File: config.mk
export PLATFORM = sky130hd
export DESIGN_NAME = addr_remap_decoder
export DESIGN_NICKNAME = d
export VERILOG_FILES = /design/src/rtl/addr_remap_pkg.sv /design/src/rtl/addr_remap_regs.sv /design/src/rtl/addr_window_match.sv /design/src/rtl/addr_region_arbiter.sv /design/src/rtl/addr_remap_decoder.sv
export SDC_FILE = /design/constraint.sdc
export NUM_CORES = 1
export LEC_CHECK = 0
export BUFFER_PORTS_ARGS = -buffer_cell sky130_fd_sc_hd__buf_2
export CORE_ASPECT_RATIO = 1.4
export CORE_MARGIN = 1
export CORE_UTILIZATION = 41
export CTS_CLUSTER_SIZE = 25
export DETAILED_ROUTE_END_ITERATION = 8
export HOLD_SLACK_MARGIN = 0.06
export SLEW_MARGIN = 20
export SYNTH_ARGS = -nofsm -noshare
export SYNTH_HDL_FRONTEND = slang
export SYNTH_SLANG_ARGS = --single-unit
File: constraint.sdc
create_clock -name clk -period 18.9 [get_ports clk]
set_input_delay 1.89 -clock clk [delete_from_list [all_inputs] [get_ports clk]]
set_output_delay 1.89 -clock clk [all_outputs]
set_load 0.05 [all_outputs]
File: src/rtl/addr_remap_pkg.sv
package addr_remap_pkg;
  localparam int AW   = 32;
  localparam int NRGN = 6;
  localparam int RW   = 3;

  typedef enum logic [RW-1:0] {
    RG_CTRL  = 3'd0,
    RG_CFG   = 3'd1,
    RG_SPAD  = 3'd2,
    RG_FUNC  = 3'd3,
    RG_FLASH = 3'd4,
    RG_DRAM  = 3'd5
  } region_e;

  typedef struct packed {
    logic          flash_alias;
    logic          spad_first;
    logic [AW-1:0] spad_base;
    logic [AW-1:0] func_start;
    logic [4:0]    func_lg;
  } remap_cfg_t;
endpackage

File: src/rtl/addr_remap_regs.sv
module addr_remap_regs
  import addr_remap_pkg::*;
#(
  parameter int            SPAD_LG        = 14,
  parameter int            FUNC_MIN_LG    = 12,
  parameter int            FUNC_MAX_LG    = 20,
  parameter logic [AW-1:0] SPAD_BASE_RST  = 32'h2000_0000,
  parameter logic [AW-1:0] FUNC_START_RST = 32'h1000_0000,
  parameter int            FUNC_LG_RST    = 20
) (
  input  logic          clk,
  input  logic          rst_n,
  input  logic          wr_en,
  input  logic [2:0]    wr_sel,
  input  logic [AW-1:0] wr_data,
  output remap_cfg_t    cfg
);
  localparam logic [AW-1:0] SPAD_KEEP = ~((AW'(1) << SPAD_LG) - AW'(1));
  localparam logic [AW-1:0] FUNC_KEEP = ~((AW'(1) << FUNC_MIN_LG) - AW'(1));

  logic [1:0] rst_pipe;
  logic       rst_int_n;
  remap_cfg_t cfg_q, cfg_d;
  logic       size_ok;

  always_ff @(posedge clk or negedge rst_n) begin
    if (!rst_n) rst_pipe <= 2'b00;
    else        rst_pipe <= {rst_pipe[0], 1'b1};
  end
  assign rst_int_n = rst_pipe[1];

  assign size_ok = (int'(wr_data[4:0]) >= FUNC_MIN_LG) &&
                   (int'(wr_data[4:0]) <= FUNC_MAX_LG);

  always_comb begin
    cfg_d = cfg_q;
    case (wr_sel)
      3'd0: if (wr_data[0]) cfg_d.flash_alias = 1'b0;
      3'd1: cfg_d.spad_first = wr_data[0];
      3'd2: cfg_d.spad_base  = wr_data & SPAD_KEEP;
      3'd3: cfg_d.func_start = wr_data & FUNC_KEEP;
      3'd4: if (size_ok) cfg_d.func_lg = wr_data[4:0];
      default: ;
    endcase
  end

  always_ff @(posedge clk or negedge rst_int_n) begin
    if (!rst_int_n) begin
      cfg_q.flash_alias <= 1'b1;
      cfg_q.spad_first  <= 1'b0;
      cfg_q.spad_base   <= SPAD_BASE_RST;
      cfg_q.func_start  <= FUNC_START_RST;
      cfg_q.func_lg     <= 5'(FUNC_LG_RST);
    end else if (wr_en) begin
      cfg_q <= cfg_d;
    end
  end

  assign cfg = cfg_q;

  AST_ALIAS_STICKY: assert property (@(posedge clk) disable iff (!rst_int_n)
    !cfg_q.flash_alias |=> !cfg_q.flash_alias);
  AST_SIZE_RANGE: assert property (@(posedge clk) disable iff (!rst_int_n)
    (int'(cfg_q.func_lg) >= FUNC_MIN_LG) && (int'(cfg_q.func_lg) <= FUNC_MAX_LG));
  AST_OVERLAY_TRACKS: assert property (@(posedge clk) disable iff (!rst_int_n)
    (wr_en && wr_sel == 3'd1) |=> (cfg_q.spad_first == $past(wr_data[0])));
endmodule

File: src/rtl/addr_window_match.sv
module addr_window_match
  import addr_remap_pkg::*;
(
  input  logic [AW-1:0] addr,
  input  logic [AW-1:0] lo,
  input  logic [AW-1:0] span,
  output logic          hit,
  output logic [AW-1:0] offset
);
  assign offset = addr - lo;
  assign hit    = (addr >= lo) && (offset < span);
endmodule

File: src/rtl/addr_region_arbiter.sv
module addr_region_arbiter
  import addr_remap_pkg::*;
#(
  parameter int NCAND = 9
) (
  input  logic [NCAND-1:0]         hit,
  input  logic [NCAND-1:0][AW-1:0] offs,
  input  logic [NCAND-1:0][RW-1:0] rgn,
  output logic [NRGN-1:0]          sel,
  output logic [AW-1:0]            offset,
  output logic                     err
);
  logic          any;
  logic [RW-1:0] win_rgn;
  logic [AW-1:0] win_off;

  always_comb begin
    any     = 1'b0;
    win_rgn = '0;
    win_off = '0;
    for (int i = NCAND - 1; i >= 0; i--) begin
      if (hit[i]) begin
        any     = 1'b1;
        win_rgn = rgn[i];
        win_off = offs[i];
      end
    end
    for (int r = 0; r < NRGN; r++) sel[r] = any && (win_rgn == RW'(r));
  end

  assign offset = win_off;
  assign err    = !any;
endmodule

File: src/rtl/addr_remap_decoder.sv
module addr_remap_decoder
  import addr_remap_pkg::*;
#(
  parameter logic [AW-1:0] CTRL_BASE      = 32'hFF00_0000,
  parameter logic [AW-1:0] CFG_BASE       = 32'hFE00_0000,
  parameter logic [AW-1:0] FLASH_BASE     = 32'hF000_0000,
  parameter logic [AW-1:0] DRAM_BASE      = 32'h0000_0000,
  parameter int            CTRL_LG        = 16,
  parameter int            CFG_LG         = 18,
  parameter int            SPAD_LG        = 14,
  parameter int            FLASH_LG       = 24,
  parameter int            DRAM_LG        = 28,
  parameter int            FUNC_MIN_LG    = 12,
  parameter int            FUNC_MAX_LG    = 20,
  parameter logic [AW-1:0] SPAD_BASE_RST  = 32'h2000_0000,
  parameter logic [AW-1:0] FUNC_START_RST = 32'h1000_0000,
  parameter int            FUNC_LG_RST    = 20
) (
  input  logic            clk,
  input  logic            rst_n,
  input  logic            cfg_wr_en,
  input  logic [2:0]      cfg_wr_sel,
  input  logic [31:0]     cfg_wr_data,
  input  logic [31:0]     sys_addr,
  output logic [5:0]      region_sel,
  output logic [31:0]     region_offset,
  output logic            decode_err
);
  localparam int            NC       = 9;
  localparam logic [AW-1:0] CTRL_SZ  = AW'(1) << CTRL_LG;
  localparam logic [AW-1:0] CFG_SZ   = AW'(1) << CFG_LG;
  localparam logic [AW-1:0] SPAD_SZ  = AW'(1) << SPAD_LG;
  localparam logic [AW-1:0] FLASH_SZ = AW'(1) << FLASH_LG;
  localparam logic [AW-1:0] DRAM_SZ  = AW'(1) << DRAM_LG;

  remap_cfg_t              cfg;
  logic [AW-1:0]           func_sz;
  logic [NC-1:0][AW-1:0]   c_lo, c_span, c_off;
  logic [NC-1:0][RW-1:0]   c_rgn;
  logic [NC-1:0]           c_hit;

  addr_remap_regs #(
    .SPAD_LG(SPAD_LG), .FUNC_MIN_LG(FUNC_MIN_LG), .FUNC_MAX_LG(FUNC_MAX_LG),
    .SPAD_BASE_RST(SPAD_BASE_RST), .FUNC_START_RST(FUNC_START_RST),
    .FUNC_LG_RST(FUNC_LG_RST)
  ) u_regs (
    .clk(clk), .rst_n(rst_n), .wr_en(cfg_wr_en), .wr_sel(cfg_wr_sel),
    .wr_data(cfg_wr_data), .cfg(cfg)
  );

  assign func_sz = AW'(1) << cfg.func_lg;

  // Candidate list in precedence order, lowest index wins.
  always_comb begin
    c_lo[0] = CTRL_BASE;                  c_span[0] = CTRL_SZ;  c_rgn[0] = RG_CTRL;
    c_lo[1] = CFG_BASE;                   c_span[1] = CFG_SZ;   c_rgn[1] = RG_CFG;
    c_lo[2] = '0;                         c_rgn[2] = RG_SPAD;
    c_span[2] = cfg.spad_first ? SPAD_SZ : '0;
    c_lo[3] = '0;                         c_rgn[3] = RG_FLASH;
    c_span[3] = cfg.flash_alias ? FLASH_SZ : '0;
    c_lo[4] = '0;                         c_span[4] = SPAD_SZ;  c_rgn[4] = RG_SPAD;
    c_lo[5] = cfg.func_start - func_sz;   c_span[5] = func_sz;  c_rgn[5] = RG_FUNC;
    c_lo[6] = cfg.spad_base;              c_span[6] = SPAD_SZ;  c_rgn[6] = RG_SPAD;
    c_lo[7] = FLASH_BASE;                 c_span[7] = FLASH_SZ; c_rgn[7] = RG_FLASH;
    c_lo[8] = DRAM_BASE;                  c_span[8] = DRAM_SZ;  c_rgn[8] = RG_DRAM;
  end

  for (genvar g = 0; g < NC; g++) begin : g_win
    addr_window_match u_match (
      .addr(sys_addr), .lo(c_lo[g]), .span(c_span[g]),
      .hit(c_hit[g]), .offset(c_off[g])
    );
  end

  addr_region_arbiter #(.NCAND(NC)) u_arb (
    .hit(c_hit), .offs(c_off), .rgn(c_rgn),
    .sel(region_sel), .offset(region_offset), .err(decode_err)
  );

  AST_ONE_SELECT: assert property (@(posedge clk) disable iff (!rst_n)
    decode_err ? (region_sel == '0) : $onehot(region_sel));
  AST_ERR_ZERO_OFFSET: assert property (@(posedge clk) disable iff (!rst_n)
    decode_err |-> (region_offset == '0));
  AST_CTRL_FIRST: assert property (@(posedge clk) disable iff (!rst_n)
    (sys_addr[31:CTRL_LG] == CTRL_BASE[31:CTRL_LG]) |->
      (region_sel[RG_CTRL] && region_offset == (sys_addr - CTRL_BASE)));
  AST_BOTTOM_SPAD: assert property (@(posedge clk) disable iff (!rst_n)
    ((cfg.spad_first || !cfg.flash_alias) && sys_addr < SPAD_SZ) |->
      (region_sel[RG_SPAD] && region_offset == sys_addr));
endmodule

# After elaboration in Yosys (flattened, before gate mapping)
# Cells that the tools add are included.
[word_totals]
register_bits = 47
latch_bits = 0
ramBits = 0
rom_bits = 0
inputBits = 70
elab_cells = 92
mem_count = 0
[classes]
add_sub_neg = 6
multipliers = 0
n_div = 0
magnitude_cmp = 17
n_eq_ne = 9
n_shift = 1
n_mux = 29
n_bitwise = 0
reduce_logical = 24
[ops]
columns = ["cell", "count"]
rows = [
  ["32-bit two-way mux", 9],
  ["32-bit >= comparator, second input constant", 3],
  ["32-bit subtractor", 3],
  ["32-bit subtractor, second input constant", 3],
  ["32-bit >= comparator", 2],
  ["32-bit by 15-bit less-than comparator with 1-bit output, second input constant", 2],
  ["32-bit by 1-bit >= comparator with 1-bit output, second input constant", 1],
  ["32-bit by 15-bit less-than comparator with 1-bit output", 1],
  ["32-bit by 17-bit less-than comparator with 1-bit output, second input constant", 1],
  ["32-bit by 19-bit less-than comparator with 1-bit output, second input constant", 1],
  ["32-bit by 25-bit less-than comparator with 1-bit output", 1],
  ["32-bit by 25-bit less-than comparator with 1-bit output, second input constant", 1],
  ["32-bit by 29-bit less-than comparator with 1-bit output, second input constant", 1],
  ["32-bit less-than comparator", 1],
  ["1-bit by 5-bit left shift with 32-bit output, first input constant", 1],
  ["3-bit two-way mux", 9],
  ["25-bit two-way mux", 1],
  ["1-bit logical AND", 16],
  ["15-bit two-way mux", 1],
  ["3-bit by 2-bit == test with 1-bit output, second input constant", 4],
  ["3-bit == test, second input constant", 3],
  ["1-bit two-way mux", 9],
  ["3-bit by 1-bit == test with 1-bit output, second input constant", 2],
  ["3-bit zero test", 2],
  ["other kinds (5)", 8],
]

# Depth between registers and ports, before layout
[depth]
ltp_word = 13
depth_mapped = 35
depth_no_buf = 31

# Modules after synthesis
# Synthesis repeated with hierarchy kept, for this count alone.
[hier_totals]
cells_unflattened = 4393
area_unflattened_um2 = 30991.0
[modules_own_cells]
columns = ["mod", "instances", "cells_per_inst", "area_each_um2", "seq_area_each_um2"]
rows = [
  ["addr_window_match at g_win[6].u_match ...", 3, 400, 2747.6, 0.0],
  ["addr_window_match at g_win[2].u_match ...", 3, 386, 2646.3, 0.0],
  ["addr_window_match at g_win[0].u_match", 1, 410, 2857.7, 0.0],
  ["addr_window_match at g_win[5].u_match", 1, 410, 2813.9, 0.0],
  ["addr_window_match at g_win[1].u_match", 1, 400, 2712.6, 0.0],
  ["addr_region_arbiter", 1, 366, 2344.7, 0.0],
  ["addr_remap_regs", 1, 146, 2108.3, 1182.4],
  ["addr_remap_decoder", 1, 303, 1971.9, 0.0],
]

# Least setup slack after synthesis
# Ideal clock, no wire load.
[synth_timing]
path_kind = "register -> output"
start = "register u_regs.cfg_q, in the netlist u_regs.cfg[2]"
end = "output port region_offset[30]"
t_arrival_ps = 7938
t_required_ps = 17010
path_slack_ps = 9072
stages_incl_launch_ff = 35
path_cell_list = "dfstp_2 -> clkbuf_1 -> nor3b_1 -> nand2_1 -> ha_1 -> a21oi_1 -> a21boi_0 -> o21ai_0 -> and2_1 -> o21bai_1 -> a21oi_1 -> xor2_1 -> ha_1 -> o21ai_0 -> o21bai_1 -> or3_1 -> a221o_1 -> a21oi_1 -> o21ai_0 -> a21o_1 -> a21oi_1 -> xnor2_1 -> ha_1 -> a21oi_1 -> nor2b_1 -> a311o_1 -> a21oi_1 -> or3b_1 -> or2_2 -> buf_2 -> nor2_1 -> clkbuf_1 -> buf_2 -> nand2_1 -> mux2i_1"
[synth_between]
elab_chain_cells = 11
word_cells_on_any_way = 12
cone_classes = "2 x add/sub; 2 x order compare; 1 x shift; 6 x mux; 1 x reduce/logical"
[synth_lines]
columns = ["item", "line_no", "text"]
rows = [
  ["start: declaration", "addr_remap_regs.sv:23", "remap_cfg_t cfg_q, cfg_d;"],
  ["start signal: assignment", "addr_remap_regs.sv:55", "cfg_q <= cfg_d;"],
  ["1-bit by 5-bit left shift with 32-bit output *", "addr_remap_decoder.sv:51", "assign func_sz = AW'(1) << cfg.func_lg;"],
  ["32-bit subtractor", "addr_remap_decoder.sv:62", "c_lo[5] = cfg.func_start - func_sz; c_span[5] = func_sz; c_rgn[5] = RG_FUNC;"],
  ["32-bit subtractor", "addr_window_match.sv:10", "assign offset = addr - lo;"],
  ["32-bit less-than comparator", "addr_window_match.sv:11", "assign hit = (addr >= lo) && (offset < span);"],
  ["1-bit logical AND", "addr_window_match.sv:11", ""],
  ["32-bit two-way mux * (6 in a row)", "addr_region_arbiter.sv:22", "if (hit[i]) begin"],
  ["end: declaration", "addr_remap_decoder.sv:26", "output logic [31:0] region_offset,"],
]
# Every way passes the cells marked *; elsewhere a longest branch is shown, timed or not.

# Worst setup path after layout
[layout_timing]
start = "register u_regs.cfg_q, in the netlist u_regs.cfg[0]"
end = "output port region_offset[31]"
# The elaborated chain is that of the path after synthesis.

==> summary.txt <==
Outcome
  – Status: completed

Timing
  – Hold Vio Cnt, Final: 0
  – Slew Limit Fails: 0
  – Final worst-path cycle share: 0.5635
  – Final hold slack: 348.3 ps
  – Rel. slew slack: 0.3156
  – Unrepaired setup endpoints after global routing: false
  – Worst-margin pin slew: 1024 ps
  – Worst Skew: 12.04 ps
  – Final setup violation count: 0
  – Final TNS setup: 0 ps
  – Period minus WS final: around 11,000 ps
  – Max Clock Freq: 0.09389 GHz
  – Post-route setup slack: roughly 8200 ps

Setup path
  – Slowest library cell on the worst path: nor3b_1
  – Register-to-Register Path Depth: 2
  – Most used cell, CP: a21oi_1
  – Critical R2R Capture: u_regs.cfg[0]
  – Arrival time at the worst endpoint: between 8000 and 9000 ps
  – Worst Path Max Fanout: 29
  – Delay of the slowest cell on the worst path: between 600 and 700 ps
  – FF-to-FF setup slack: 17,870 ps
  – Reg2reg start: u_regs.cfg[0]
  – CP startpoint kind: flop
  – CP Buf/Inv Count: 3
  – CP top delay family: compound AO/OA/AOI/OAI gates
  – Worst path required time: 17,010 ps
  – Worst setup path class: reg2out
  – Endpoint class of the critical path: output pin

Die
  – Die area: 19,640 um^2
  – Die width: roughly 120 um
  – Initial cell density of the core: 0.4204
  – Die height: 165.4 um
  – Core region area: 18,600 um^2
  – I/O pins: 109
  – Rows: 59

Drt
  – WL final: 26,290 um
  – Drt via density: 5.912
  – Avg WL per Cell: 19.30 um
  – Final ANT Viol Nets: 0
  – Router iterations before antenna repair: 5
  – DRC violations left: 0
  – Drt initial violations: 498
  – Routed via count: 8,052

Logic synthesis
  – Post-synth ARST share: 1.000
  – Post-synth top area share: 0.1776
  – Seq cells post-synth: 47
  – Mapped Cells: 1,039
  – Post-synth design cell area: 7820 um^2
  – Library cells used by synthesis: 74
  – Sequential area share after synthesis: 0.1512
  – Syn_nets: 1,222
  – Yosys top cell by area: ha_1
  – Syn_area_per_cell: 7.526 um^2
  – Top cells by area, synth: ha_1 18%, dfrtp_1 13%, nand2_1 5.4%, a21oi_1 4.7%, o21ai_0 4.7%
  – Post-synth EDFFs: 0
  – Yosys warns: 0
  – Top_reg_cell synth: dfrtp_1

Clock network
  – Post-CTS Repair Setup Buffers: 0
  – Bufs on Longest Clock Path: 2
  – CTS tree: yes
  – CTS H-Tree Depth: 2
  – Clock Pin Slew Worst Setup and Hold Paths: 70 ps
  – Clk sinks: 47
  – Clk_lat worst skew: 300 ps
  – Hold-fix buffers at CTS: 0
  – Clock Tree Root: clkbuf_16
  – Inserted Clock Buffers: 5
  – CTS resizes: 0

Final layout
  – Final core occ: 0.4656
  – Area Growth Syn to Fin: 10.75%
  – Post-Layout Cell Count: 1,362
  – Nets: 1,300
  – Post-Layout Inst Area: 8661 um^2
  – Layout cell share with drive strength beyond 1: 0.1547
  – Diodes inserted: 0

GRT
  – Largest net degree at the start of global routing: 46
  – GRT Resource Usage Total: 0.2711
  – Antenna violations before repair: 0
  – Final global-route overflow total: 0
  – Vias in the first global route: 7,943
  – First-pass GRT wire length: 41,420 um

Placed design
  – Buffers on Ports: ~100
  – Post-place setup slack: ~8600 ps
  – Post-detail-place hpwl: 21,830 um
  – Area after DPL: approximately 8500 um^2
  – Placed Cells: 1,354
  – Routability cong.: 0.9729

Power and ir drop
  – Power Density: 166.3 nW/um^2
  – Leakage: 3.838 nW
  – Total power: between 1 and 1.5 mW
  – Max VDD drop: 0.00004800 V

Job
  – Total of max-cap violations: 0

Min path
  – Hold Crit Class: reg2async
==> sequential cells by signal (all words and copies together) (netlist names) <==
signal	count
u_regs.cfg	45
u_regs.rst_pipe	2
==> cell usage in the layout (no fill, tap or decap), types with 12 or more instances in the layout <==
master,Yosys,routed
a21o_1,30,30
a22oi_1,13,13
a21oi_1,73,73
ha_1,111,111
nand3_1,29,29
xor2_1,22,22
a211oi_1,17,17
inv_1,65,65
buf_2,8,101
o21ai_0,73,73
nor2_1,67,65
or3_1,12,12
nor3_1,44,44
dfrtp_1,42,41
nand4_1,20,20
a22o_1,13,13
nand2b_1,20,20
xnor2_1,31,31
o21a_1,14,14
mux2_2,26,26
nand2_1,112,112
==> Yosys cell counts, types with 6 or more instances <==
library cell and number:
or2_2 6, o21ai_1 9, nor4b_1 6, nand3_1 29, o21ai_0 73, a22o_1 13
nor2_1 67, nand2b_1 20, o21bai_1 11, mux2_2 26, nand2_1 112, clkbuf_1 22
and2_1 8, mux2i_1 8, a21oi_1 73, or3_1 12, xor2_1 22, nand4_1 20
a31oi_1 8, inv_1 65, a21o_1 30, nor2b_1 10, ha_1 111, a211oi_1 17
xnor2_1 31, nor3_1 44, a22oi_1 13, nor3b_1 7, buf_2 8, dfrtp_1 42
nor4_1 8, o21ai_2 11, o21a_1 14
==> routing by layer <==
layer / vias up / global-route usage / routed length (um)
li1: 3988 / - / -
met1: 3806 / 0.2961 / 10560
met2: 197 / 0.5114 / 13540
met3: 61 / 0.01580 / 683
met4: 0 / 0.1703 / 1506
met5: - / 0 / 0
==> final cells by class <==
cell class	instances	area [um^2]
repair buffers	103	520.5
clock buffers	5	125.1
well taps	244	305.3
inverters	65	244.0
fillers	1917	9942
clock inverters	3	20.02
flip-flops and latches	47	1186
multi-input cells	895	6260
==> worst max-delay path by stage <==
stage | start | to | slack [ps] | depth (start not counted)
final | u_regs.cfg[0] | region_offset[31] | 8250 | 33
after detailed placement | u_regs.cfg[0] | region_offset[31] | 8600 | 31
after global placement | u_regs.cfg[0] | region_offset[31] | 8700 | 33
after global routing | u_regs.cfg[0] | region_offset[31] | 7680 | 33
after floorplan | u_regs.cfg[2] | region_offset[30] | 9070 | 34
after CTS | u_regs.cfg[0] | region_offset[31] | 8240 | 31
==> logic make-up (layout without fill, tap and decap cells) <==
logic type | count (synthesis) | after routing | share of synthesized area
simple gates | 375 | 375 | 0.2411
compound gates | 318 | 318 | 0.2656
fa+ha+maj | 113 | 113 | 0.1827
buf+inv | 97 | 176 | 0.04896
xor+xnor | 53 | 53 | 0.05936
flops | 47 | 47 | 0.1512
mux | 35 | 35 | 0.05056
other cells | 1 | 1 | 0.0004795
==> where the power goes <==
group,switching (mW),internal (mW)
registers,0.0224,0.124
clock network,0.0411,0.0489
logic,0.759,0.445
(Power assumes the default switching activity.)
